[src/rtl/spwm_grp_pkg.sv]
package spwm_grp_pkg;
  // scale numerator is applied over 2**SCALE_SHIFT
  localparam int SCALE_SHIFT = 3;

  typedef enum logic [1:0] {
    ST_IDLE = 2'd0,
    ST_RUN  = 2'd1,
    ST_HALT = 2'd2,
    ST_DONE = 2'd3
  } grp_state_e;
endpackage

[src/rtl/spwm_duty_cond.sv]
module spwm_duty_cond
  import spwm_grp_pkg::*;
#(
  parameter int DW = 16
) (
  input  logic [DW-1:0]          raw,
  input  logic [DW-1:0]          period,
  input  logic [SCALE_SHIFT-1:0] scale_n,
  input  logic                   clamp_en,
  input  logic [DW-1:0]          clamp_lo,
  input  logic [DW-1:0]          clamp_hi,
  output logic [DW-1:0]          eff
);
  localparam int PW = DW + SCALE_SHIFT;

  logic [PW-1:0] prod;
  logic [DW-1:0] scaled;
  logic          clamp_on;

  always_comb begin
    prod     = {{SCALE_SHIFT{1'b0}}, raw} * {{DW{1'b0}}, scale_n};
    scaled   = (scale_n == '0) ? raw : prod[PW-1:SCALE_SHIFT];
    clamp_on = clamp_en && (clamp_lo < clamp_hi);
    eff      = scaled;
    if (clamp_on) begin
      if (scaled <= clamp_lo)      eff = '0;
      else if (scaled >= clamp_hi) eff = period;
    end
  end
endmodule

[src/rtl/spwm_phase_idx.sv]
module spwm_phase_idx #(
  parameter int IW = 6
) (
  input  logic          clk,
  input  logic          rst,
  input  logic          load,
  input  logic          adv,
  input  logic [IW-1:0] start,
  input  logic [IW:0]   len,
  output logic [IW-1:0] idx
);
  logic [IW:0] nxt;

  assign nxt = {1'b0, idx} + 1'b1;

  always_ff @(posedge clk) begin
    if (rst)       idx <= '0;
    else if (load) idx <= start;
    else if (adv)  idx <= (nxt >= len) ? '0 : nxt[IW-1:0];
  end

  // a step never lands on or beyond the table length
  p_idx_wrap_r3: assert property (@(posedge clk) disable iff (rst)
    (adv && !load && (len != '0)) |=> ({1'b0, idx} < $past(len)));
endmodule

[src/rtl/spwm_grp_ctrl.sv]
module spwm_grp_ctrl
  import spwm_grp_pkg::*;
#(
  parameter int NCH = 4,
  parameter int DW  = 16,
  parameter int IW  = 6,
  parameter int RW  = 16
) (
  input  logic                   clk,
  input  logic                   rst,
  input  logic                   grp_en,
  input  logic                   halt,
  input  logic [DW-1:0]          period,
  input  logic [IW:0]            tbl_len,
  input  logic [NCH*IW-1:0]      start_idx,
  input  logic [NCH*DW-1:0]      raw_duty,
  input  logic [SCALE_SHIFT-1:0] scale_n,
  input  logic                   clamp_en,
  input  logic [DW-1:0]          clamp_lo,
  input  logic [DW-1:0]          clamp_hi,
  input  logic [RW-1:0]          round_num,
  output logic [NCH*IW-1:0]      tbl_idx,
  output logic [NCH-1:0]         pwm_out,
  output logic                   round_done
);
  generate
    if (NCH != 4 && NCH != 6) begin : g_bad_nch
      $error("spwm_grp_ctrl: NCH must be 4 or 6");
    end
  endgenerate

  grp_state_e    state_q;
  logic [DW-1:0] cnt_q;
  logic [RW-1:0] pulses_q;
  logic [NCH-1:0] pwm_d;
  logic          wrap;
  logic          round_hit;
  logic          load_idx;
  logic          adv_idx;

  assign wrap      = (cnt_q == period - 1'b1);
  assign round_hit = (round_num != '0) && ((pulses_q + 1'b1) == round_num);
  assign load_idx  = !grp_en || (state_q == ST_IDLE) ||
                     ((state_q == ST_HALT) && !halt);
  assign adv_idx   = grp_en && (state_q == ST_RUN) && !halt && wrap;
  assign round_done = (state_q == ST_DONE);

  for (genvar c = 0; c < NCH; c++) begin : g_ch
    logic [DW-1:0] eff;

    spwm_phase_idx #(.IW(IW)) u_idx (
      .clk   (clk),
      .rst   (rst),
      .load  (load_idx),
      .adv   (adv_idx),
      .start (start_idx[c*IW +: IW]),
      .len   (tbl_len),
      .idx   (tbl_idx[c*IW +: IW])
    );

    spwm_duty_cond #(.DW(DW)) u_cond (
      .raw      (raw_duty[c*DW +: DW]),
      .period   (period),
      .scale_n  (scale_n),
      .clamp_en (clamp_en),
      .clamp_lo (clamp_lo),
      .clamp_hi (clamp_hi),
      .eff      (eff)
    );

    assign pwm_d[c] = (cnt_q < eff);
  end

  always_ff @(posedge clk) begin
    if (rst || !grp_en) begin
      state_q  <= ST_IDLE;
      cnt_q    <= '0;
      pulses_q <= '0;
      pwm_out  <= '0;
    end else begin
      case (state_q)
        ST_IDLE: begin
          if (!halt) state_q <= ST_RUN;
          cnt_q   <= '0;
          pwm_out <= '0;
        end
        ST_RUN: begin
          if (halt) begin
            state_q <= ST_HALT;
          end else begin
            pwm_out <= pwm_d;
            if (wrap) begin
              cnt_q    <= '0;
              pulses_q <= pulses_q + 1'b1;
              if (round_hit) state_q <= ST_DONE;
            end else begin
              cnt_q <= cnt_q + 1'b1;
            end
          end
        end
        ST_HALT: begin
          if (!halt) begin
            state_q <= ST_RUN;
            cnt_q   <= '0;
            pwm_out <= '0;
          end
        end
        ST_DONE: pwm_out <= '0;
        default: state_q <= ST_IDLE;
      endcase
    end
  end

  // a low enable clears outputs, done flag and carrier count
  p_clear_on_disable_r1: assert property (@(posedge clk) disable iff (rst)
    !grp_en |=> (pwm_out == '0) && !round_done && (pulses_q == '0));

  // idle channels present their start position
  p_start_idx_r3: assert property (@(posedge clk) disable iff (rst)
    !grp_en |=> (tbl_idx == $past(start_idx)));

  // once done has settled the outputs are low
  p_done_low_r8: assert property (@(posedge clk) disable iff (rst)
    (round_done && $past(round_done)) |-> (pwm_out == '0));

  // done appears only when the programmed count is reached
  p_round_count_r8: assert property (@(posedge clk) disable iff (rst)
    $rose(round_done) |-> ((round_num != '0) && (pulses_q == round_num)));

  // halt during operation holds every output level
  p_halt_hold_r10: assert property (@(posedge clk) disable iff (rst)
    (grp_en && halt && (state_q != ST_IDLE)) |=> $stable(pwm_out));

  // the release edge drives all outputs low
  p_release_low_r11: assert property (@(posedge clk) disable iff (rst)
    (grp_en && !halt && (state_q == ST_HALT)) |=> (pwm_out == '0));
endmodule

[config.mk]
export PLATFORM = sky130hd
export DESIGN_NAME = spwm_grp_ctrl
export DESIGN_NICKNAME = d
export VERILOG_FILES = /design/src/rtl/spwm_grp_pkg.sv /design/src/rtl/spwm_duty_cond.sv /design/src/rtl/spwm_phase_idx.sv /design/src/rtl/spwm_grp_ctrl.sv
export SDC_FILE = /design/constraint.sdc
export NUM_CORES = 1
export LEC_CHECK = 0
export BUFFER_PORTS_ARGS = -buffer_cell sky130_fd_sc_hd__clkbuf_2
export CAP_MARGIN = 20
export CORE_UTILIZATION = 55
export DETAILED_ROUTE_END_ITERATION = 16
export PLACE_DENSITY = 0.75
export SLEW_MARGIN = 20
export SYNTH_ARGS = -nofsm -noshare
export SYNTH_HDL_FRONTEND = slang
export SYNTH_HIERARCHICAL = 1
export SYNTH_SLANG_ARGS = --single-unit
[constraint.sdc]
create_clock -name clk -period 12.5 [get_ports clk]
set_input_delay 0.625 -clock clk [delete_from_list [all_inputs] [get_ports clk]]
set_output_delay 0.625 -clock clk [all_outputs]
set_load 0.05 [all_outputs]
; ---- Word-level counts from Yosys, hierarchy flattened
; Index checks and enable logic that the tools add are counted.
[word_totals]
ff_bits = 62
inputBits = 167
output_inout_bits = 29
elab_cells = 110
[classes]
addsub = 7
mul = 4
magnitude_cmp = 17
eq_ne = 10
muxes = 40
n_bitwise = 1
n_reduce_logical = 23
[ops]
columns = op, count
row1 = $mux W16, 19
row2 = $lt A16 B16 Y1, 5
row3 = $mul A16 B3 Y19, 4
row4 = $mux W6, 12
row5 = $ge A16 B16 Y1, 4
row6 = $le A16 B16 Y1, 4
row7 = $pmux W16 S3, 1
row8 = $add A16 B1 Y16 const B, 2
row9 = $eq A16 B16 Y1, 2
row10 = $add A6 B1 Y7 const B, 4
row11 = $ge A7 B7 Y1, 4
row12 = $reduce_bool A16 Y1, 1
row13 = $sub A16 B1 Y16 const B, 1
row14 = $pmux W4 S3, 1
row15 = $mux W2, 4
row16 = $mux W4, 2
row17 = $logic_and A1 B1 Y1, 6
row18 = $ne A2 B2 Y1 const B, 3
row19 = $ne A3 B3 Y1 const B, 2
row20 = $reduce_and A3 Y1, 2
row21 = $eq A2 B2 Y1 const B, 2
row22 = $pmux W2 S2, 1
row23 = $reduce_and A4 Y1, 1
row24 = $reduce_bool A2 Y1, 2
row25 = other kinds (9), 13

; ---- Longest topological paths before layout
; Gate-level depths: netlist (run 1).
[logic_depth]
depth_word = 9
ltp_mapped = 31
mapped_depth_nobuf = 28

; ---- Modules after synthesis
; The synthesis (run 1) kept the hierarchy.
[modules_own_cells]
columns = module, n_inst, cells_each, area_each_um2, seq_area_each_um2
row1 = spwm_grp_ctrl, 1, 556, 4372.9, 760.7
row2 = spwm_duty_cond at g_ch[2].u_cond, 1, 416, 2952.8, 0.0
row3 = spwm_duty_cond at g_ch[3].u_cond, 1, 405, 2909.0, 0.0
row4 = spwm_duty_cond at g_ch[1].u_cond, 1, 403, 2906.5, 0.0
row5 = spwm_duty_cond at g_ch[0].u_cond, 1, 393, 2819.0, 0.0
row6 = spwm_phase_idx, 4, 62, 516.7, 120.1

; ---- Worst setup path before layout (run 1)
; OpenSTA, ideal clock, no wires.
[synth_timing]
kind = input -> register
start = input scale_n[0]
end = register pwm_out[0]
arrival_ns = 6.479
required_time_ns = 12.414
slack_ns = 5.936
cell_stages = 29
path_buffers = 2
path_cell_list = buf_2 > clkbuf_1 > nand2_1 > fa_1 > or3_1 > fa_1 > nor2b_1 > o31a_1 > o41ai_2 > nor2b_1 > o21ai_0 > xnor2_1 > o21ai_0 > ha_1 > and3_1 > a221o_1 > a221oi_1 > a22o_1 > nor3b_4 > a221o_1 > inv_1 > ha_1 > a21o_1 > a21o_1 > a21o_1 > a211oi_1 > o21bai_1 > a21o_1 > a211oi_1
[synth_via]
elab_chain_len = 9
[synth_lines]
columns = item, line
row1 = from (decl), spwm_grp_ctrl.sv:17  ; input logic [SCALE_SHIFT-1:0] scale_n,
row2 = $mul A16 B3 Y19 / $logic_not A3 Y1 (equally long branches), "spwm_duty_cond.sv:21, spwm_duty_cond.sv:22"
row3 = $mux W16 *, spwm_duty_cond.sv:22  ; scaled = (scale_n == '0) ? raw : prod[PW-1:SCALE_SHIFT];
row4 = $ge A16 B16 Y1, spwm_duty_cond.sv:27  ; else if (scaled >= clamp_hi) eff = period;
row5 = $mux W16, spwm_duty_cond.sv:27
row6 = $mux W16, spwm_duty_cond.sv:26  ; if (scaled <= clamp_lo) eff = '0;
row7 = $mux W16 *, spwm_duty_cond.sv:25  ; if (clamp_on) begin
row8 = named net g_ch[0].eff[1], spwm_grp_ctrl.sv:49  ; logic [DW-1:0] eff;
row9 = $lt A16 B16 Y1 *, spwm_grp_ctrl.sv:71  ; assign pwm_d[c] = (cnt_q < eff);
row10 = $mux W4 *, spwm_grp_ctrl.sv:88  ; if (halt) begin
row11 = $pmux W4 S3 *, spwm_grp_ctrl.sv:81  ; case (state_q)
row12 = to (signal assigned), spwm_grp_ctrl.sv:91  ; pwm_out <= pwm_d;
row13 = to (decl), spwm_grp_ctrl.sv:23  ; output logic [NCH-1:0] pwm_out,
; Mark *: on every way through the listed nets, which the timed path passes. The rest lies on a longest branch. The select of a mux whose other input is x is not followed.
; A chain may end at the register's enable or synchronous reset.

; ---- Worst setup path after layout (run 1)
[layout_timing]
start = input scale_n[1]
end = register pwm_out[0]
; Same word-level chain as after synthesis.

==> results of run 1 <==
kinds of logic after synthesis:
logic type	count (synthesis)	share of synthesized area
AO/OA/AOI/OAI	641	0.251
XOR/XNOR	98	0.0480
adder cells (fa/ha/maj)	407	0.307
buffers and inverters	441	0.0968
flip-flops	62	0.0689
multiplexers	17	0.00979
AND/OR/NAND/NOR	755	0.218
per-stage QoR:
step	total power (uW)	cell area [sq um]	setup WS, ns	hold WS (ns)	util
floorplan	981	18000	5.94	0.470	-
CTS	1500	19600	5.15	0.522	0.614
global placement	1220	19300	5.07	0.494	0.606
detailed placement	1260	19300	4.82	0.513	0.606
finish	1520	19600	5.02	0.520	0.615
global route	1660	19600	4.59	0.553	0.614
report_power, final:
part	total [uW]	switching [uW]	internal, uW
Combinational	1070	635	432
Sequential	210	7.22	203
Clock	240	88.1	152
placed cells by master, fill, tap and decap left out, types with 28 or more instances in the layout:
| cell type | count |
|---|---|
| a21oi_1 | 161 |
| a211oi_1 | 30 |
| nand2_1 | 287 |
| clkbuf_2 | 195 |
| xnor2_1 | 57 |
| ha_1 | 347 |
| nand4_1 | 45 |
| o22ai_1 | 28 |
| nand3_1 | 59 |
| a21o_1 | 70 |
| xor2_1 | 40 |
| a22o_1 | 52 |
| dfxtp_1 | 62 |
| inv_1 | 376 |
| nand2b_1 | 41 |
| fa_1 | 60 |
| nor2_1 | 114 |
| o21ai_0 | 89 |
state kept, by name, summed over array words and instances (netlist names):
register,count
cnt_q,16
g_ch.u_idx/idx,24
pulses_q,16
pwm_out,4
state_q,2
cells in the mapped netlist (22+ instances only):
library cell	n
a21o_1	70
nand2_1	288
a31oi_1	22
fa_1	60
nand2b_1	41
and2_1	27
nor2_1	115
ha_1	347
nand4_1	45
xor2_1	40
clkbuf_1	41
or3_1	23
a211oi_1	30
nor3_1	28
o21ai_0	89
a22o_1	52
o22ai_1	28
a21oi_1	161
inv_1	376
nor3b_1	25
nand3_1	59
xnor2_1	57
dfxtp_1	62
metal layers:
layer	vias up	share of wire
li1	8878	-
met1	8620	0.43
met2	706	0.46
met3	170	0.073
met4	0	0.045
met5	-	0
worst max path at each step:
stage / start / end / slack (ns) / depth (start not counted)
3_3_place_gp: scale_n[1] / pwm_out[0] / 5.07 / 29
2_1_floorplan: scale_n[0] / pwm_out[0] / 5.94 / 29
4_1_cts: scale_n[1] / pwm_out[0] / 5.15 / 30
6_report: scale_n[1] / pwm_out[0] / 5.02 / 30
3_5_place_dp: scale_n[1] / pwm_out[0] / 4.82 / 30
5_1_grt: scale_n[2] / pwm_out[2] / 4.59 / 29
worst max-delay path, delay by kind of cell:
family,cells,cell delay [ns]
XOR/XNOR,1,0.15
buffers and inverters,3,0.70
AO/OA/AOI/OAI,16,3.03
adder cells (fa/ha/maj),4,1.43
AND/OR/NAND/NOR,6,1.73
cell type report:
cell class | count | share of cell area
antenna | 2 | 0.000255
clock buffer | 10 | 0.0117
clock inverter | 4 | 0.00255
inverter | 377 | 0.0722
multi-input combinational | 1918 | 0.769
sequential | 62 | 0.0634
tap | 435 | 0.0278
timing repair buffer | 205 | 0.0536
==> metrics.cfg, run 1 <==
[status]
status = completed

[route]
wl_per_cell_um = 18.4
dr.pass1.iters = 6
drc_errors = 0
vias = 18374
ant_nets = 0
routed_wirelength_um = 55500
vias_per_cell = 6.10
drt_iter0_drc = 1212

[floorplan]
core_sq_mm = 0.0319
die_area_sq_mm = 0.0335
row_count = 65
io_pins = 196
initial_core_util = 0.565
die_y_um = 183
die_w_um = 183

[synthesis]
synth_area_leaders = ha_1 24%, inv_1 7.8%, dfxtp_1 6.9%
synth_area_sq_mm = 0.0180
ys.flop_type = dfxtp_1
yosysWarnings = 6
synth.top_cell.area_share = 0.241
ys_async_sr_fraction = 0
synth_nets = 2995
postSynthCellCount = 2421
yosysTopAreaCell = ha_1
avgSynthCellArea_sq_um = 7.45
synth_edf_count = 0
ys_ff_latch = 62
synth_cell_types = 108
synth_seq_area_share = 0.0689

[critical_path]
reg2reg_from = cnt_q[6]
crit_fanout = 72
slowest_delay_ns = 0.59
cp_data_arrival_time_ns = 7.72
crit_path_end_kind = register
crit_type = in -> reg
cp_slowest_cell = buf_4
critPathLaunchType = input port
r2r_end = g_ch[1].u_idx/idx[2]
worstPathRequired_ns = 12.74
regToRegSetupSlack_ns = 9.19
r2r_cells = 11
path_common_cell = a21o_1

[timing]
final_hold_viol_count = 0
fin_crit_ns = 7.48
slew-limit-headroom = 0.310
setup-violations-final = 0
tightestPinTransition_ns = 1.03
slew_viol_final = 0
rsz0062_at_grt = false
skew_ns = 0.00961
period_share = 0.598
setup_tns_ns = 0
timing.fmax_mhz = 134

[placed_design]
dpl.hpwl_um = 44100
place_inst = 2997
port_buffers = 195
place_congestion = 0.934

[layout]
n_fill_cell = 2979
fin_cells = 3013
seq_area_sq_mm = 0.00124
drive_gt1_frac = 0.115
area_growth_pct = 8.68
fin_nets = 3147
multi_input_area_sq_mm = 0.0151

[global_routing]
grt_max_degree = 73
grt_overflow = 0
grt_pass1_vias = 17727
use_met3 = 0.0353
grt_pass1_wl_um = 89900
grt_util_met2 = 0.559
gr-usage-all-layers = 0.330
antenna_found_initial = 0
busiest_layer = met2
grt.met1_usage = 0.424

[clocking]
cts_buffers = 9
clkSlewWorstSetupHoldPaths_ns = 0.06
clk_latency_ns = 0.33
cts_hold_buffers = 0
cts.repair.resized = 0
cts_tree = yes
post_cts_buffers = 0
htree_levels = 3
clock-sinks = 62
cts_root_buf = clkbuf_16
ctsLongestPathBuffers = 2

[power]
power.density_mw_per_mm2 = 77.4
vdd_drop_max_mv = 0.0507
p_leak_uw = 0.0103

[flow_run]
drv_cap = 0

[hold_path]
min_delay_path_depth = 2
hold_class = reg -> reg
hp-start = pulses_q[14]
holdPathEnd = pulses_q[14]

(Power assumes the default switching activity.)
==> inputs of run 2 (changes only) <==
clock period = 6.89 ns   (was 12.5 ns; I/O delays follow)
==> metrics.cfg, run 2 (same netlist as run 1, synthesis figures left out) <==
[layout]
drive_gt1_frac = 0.123  ; was 0.115
layout_commonest_cell = inv_1  ; unchanged
largest_reg_flops = 24  ; unchanged
area_growth_pct = 9.79  ; was 8.68%
final_cell_mix = 376 x inv_1, 347 x ha_1, 287 x nand2_1, 195 x clkbuf_2, 160 x a21oi_1  ; was 376 x inv_1, 347 x ha_1, 287 x nand2_1, 195 x clkbuf_2, 161 x a21oi_1
diodes = 0  ; was 2
reg_top3 = g_ch.u_idx/idx x24, cnt_q x16, pulses_q x16  ; unchanged
regMostFlops = g_ch.u_idx/idx  ; unchanged
fin_nets = 3167  ; was 3147

[clocking]
cts_root_buf = clkbuf_16  ; unchanged
post_cts_buffers = 0  ; unchanged
htree_levels = 3  ; unchanged
cts_tree = yes  ; unchanged
cts.repair.resized = 0  ; unchanged
cts_buffers = 9  ; unchanged
clkSlewWorstSetupHoldPaths_ns = 0.06  ; about the same
clock-sinks = 62  ; unchanged
ctsLongestPathBuffers = 2  ; unchanged
clk_latency_ns = 0.33  ; about the same
cts_hold_buffers = 0  ; unchanged

[placed_design]
place_congestion = 0.993  ; was 0.934
dpl.hpwl_um = 44700  ; was 44100 um
port_buffers = 195  ; unchanged

[timing]
rsz0062_at_grt = false  ; unchanged
tightestPinTransition_ns = 1.02  ; was 1.03 ns
timing.fmax_mhz = 156
setup-violations-final = 0  ; unchanged
fin_crit_ns = 6.43
slew_viol_final = 0  ; unchanged
slew-limit-headroom = 0.316  ; was 0.310
setup_tns_ns = 0  ; unchanged
skew_ns = 0.00873  ; was 0.00961 ns
period_share = 0.933
final_hold_viol_count = 0  ; unchanged

[global_routing]
use_met3 = 0.0421  ; was 0.0353
grt_pass1_wl_um = 90700  ; was 89900 um
grt_pass1_vias = 17979  ; was 17.7k
gr-usage-all-layers = 0.333  ; was 0.330
grt_util_met2 = 0.561  ; was 0.559
grt_max_degree = 53  ; was 73
busiest_layer = met2  ; unchanged
antenna_found_initial = 0  ; unchanged
grt_overflow = 0  ; unchanged
grt.met1_usage = 0.425  ; was 0.424

[critical_path]
worstPathRequired_ns = 7.14  ; was 12.74 ns
cp_slowest_cell = fa_1  ; was buf_4
critPathLaunchType = input port  ; unchanged
cp_data_arrival_time_ns = 6.68  ; was 7.72 ns
crit_fanout = 50  ; was 72
slowest_delay_ns = 0.49  ; was 0.59 ns
crit_path_end_kind = register  ; unchanged
path_common_cell = a21o_1  ; unchanged
crit_type = in -> reg  ; unchanged
r2r_cells = 10  ; was 11

[floorplan]
initial_core_util = 0.565  ; unchanged
row_count = 65  ; unchanged
die_w_um = 183  ; unchanged
core_sq_mm = 0.0319  ; unchanged
die_area_sq_mm = 0.0335  ; unchanged
die_y_um = 183  ; unchanged
io_pins = 196  ; unchanged

[route]
wl_per_cell_um = 18.6  ; was 18.4 um
vias = 18546  ; was 18.4k
ant_nets = 0  ; unchanged
drc_errors = 0  ; unchanged
dr.pass1.iters = 6  ; unchanged
routed_wirelength_um = 56400  ; was 55500 um
drt_iter0_drc = 1186  ; was 1212
vias_per_cell = 6.11  ; was 6.10

[status]
status = completed  ; unchanged

[power]
power.density_mw_per_mm2 = 142  ; was 77.4 mW/mm^2
vdd_drop_max_mv = 0.147  ; was 0.0507 mV
p_total_uw = 2820  ; was 1520 uW
p_leak_uw = 0.0104  ; was 0.0103 uW

[hold_path]
hold_class = in -> reg  ; was reg -> reg
min_delay_path_depth = 2  ; unchanged

[flow_run]
drv_cap = 0  ; unchanged

run 2: worst paths after layout:
kind                                    from                   end  slack, ns
worst min register to register  pulses_q[15]          pulses_q[15]       0.50
worst max register to register      cnt_q[6]  g_ch[0].u_idx/idx[5]       3.19
worst max-delay path              scale_n[2]            pwm_out[3]       0.46
worst min-delay path                    halt            state_q[0]       0.25
run 2: power breakdown:
group          switching [uW]  total [uW]  leakage (uW)  internal (uW)
Clock                     172         453      0.000140            281
Sequential               13.2         381      0.000506            368
Combinational            1170        1980       0.00979            812
Total                    1360        2820        0.0104           1460
run 2: per-stage QoR:
| step | cells | hold slack [ns] | setup WS, ns | util | instance area, sq um |
|---|---|---|---|---|---|
| 3_5_place_dp | 3017 | 0.497 | 0.175 | 0.612 | 19500 |
| 6_report | 3033 | 0.251 | 0.461 | 0.621 | 19800 |
| 4_1_cts | 3033 | 0.240 | 0.513 | 0.621 | 19800 |
| 3_3_place_gp | 3017 | 0.487 | 0.325 | 0.612 | 19500 |
| 2_1_floorplan | 2421 | 0.436 | 0.606 | - | 18000 |
| 5_1_grt | 3033 | 0.264 | 0.0456 | 0.621 | 19800 |
run 2: area by class of cell:
| cell class | count | area (sq um) |
|---|---|---|
| multi-input cells | 1918 | 15100 |
| well taps | 435 | 544 |
| clock buffers | 11 | 233 |
| fillers | 2951 | 12100 |
| clock inverters | 5 | 60.1 |
| flip-flops and latches | 62 | 1240 |
| repair buffers | 225 | 1240 |
| inverters | 377 | 1420 |
run 2: worst max-delay path: cells and delay by family:
family | cells | cell delay, ns
buf+inv | 5 | 0.77
simple gates | 5 | 1.07
mux | 1 | 0.38
compound gates | 14 | 2.68
fa+ha+maj | 4 | 1.37
run 2: routing by layer:
metal / up-vias / share of wire
li1: 8930 / -
met1: 8656 / 0.42
met2: 782 / 0.46
met3: 178 / 0.077
met4: 0 / 0.042
met5: - / 0
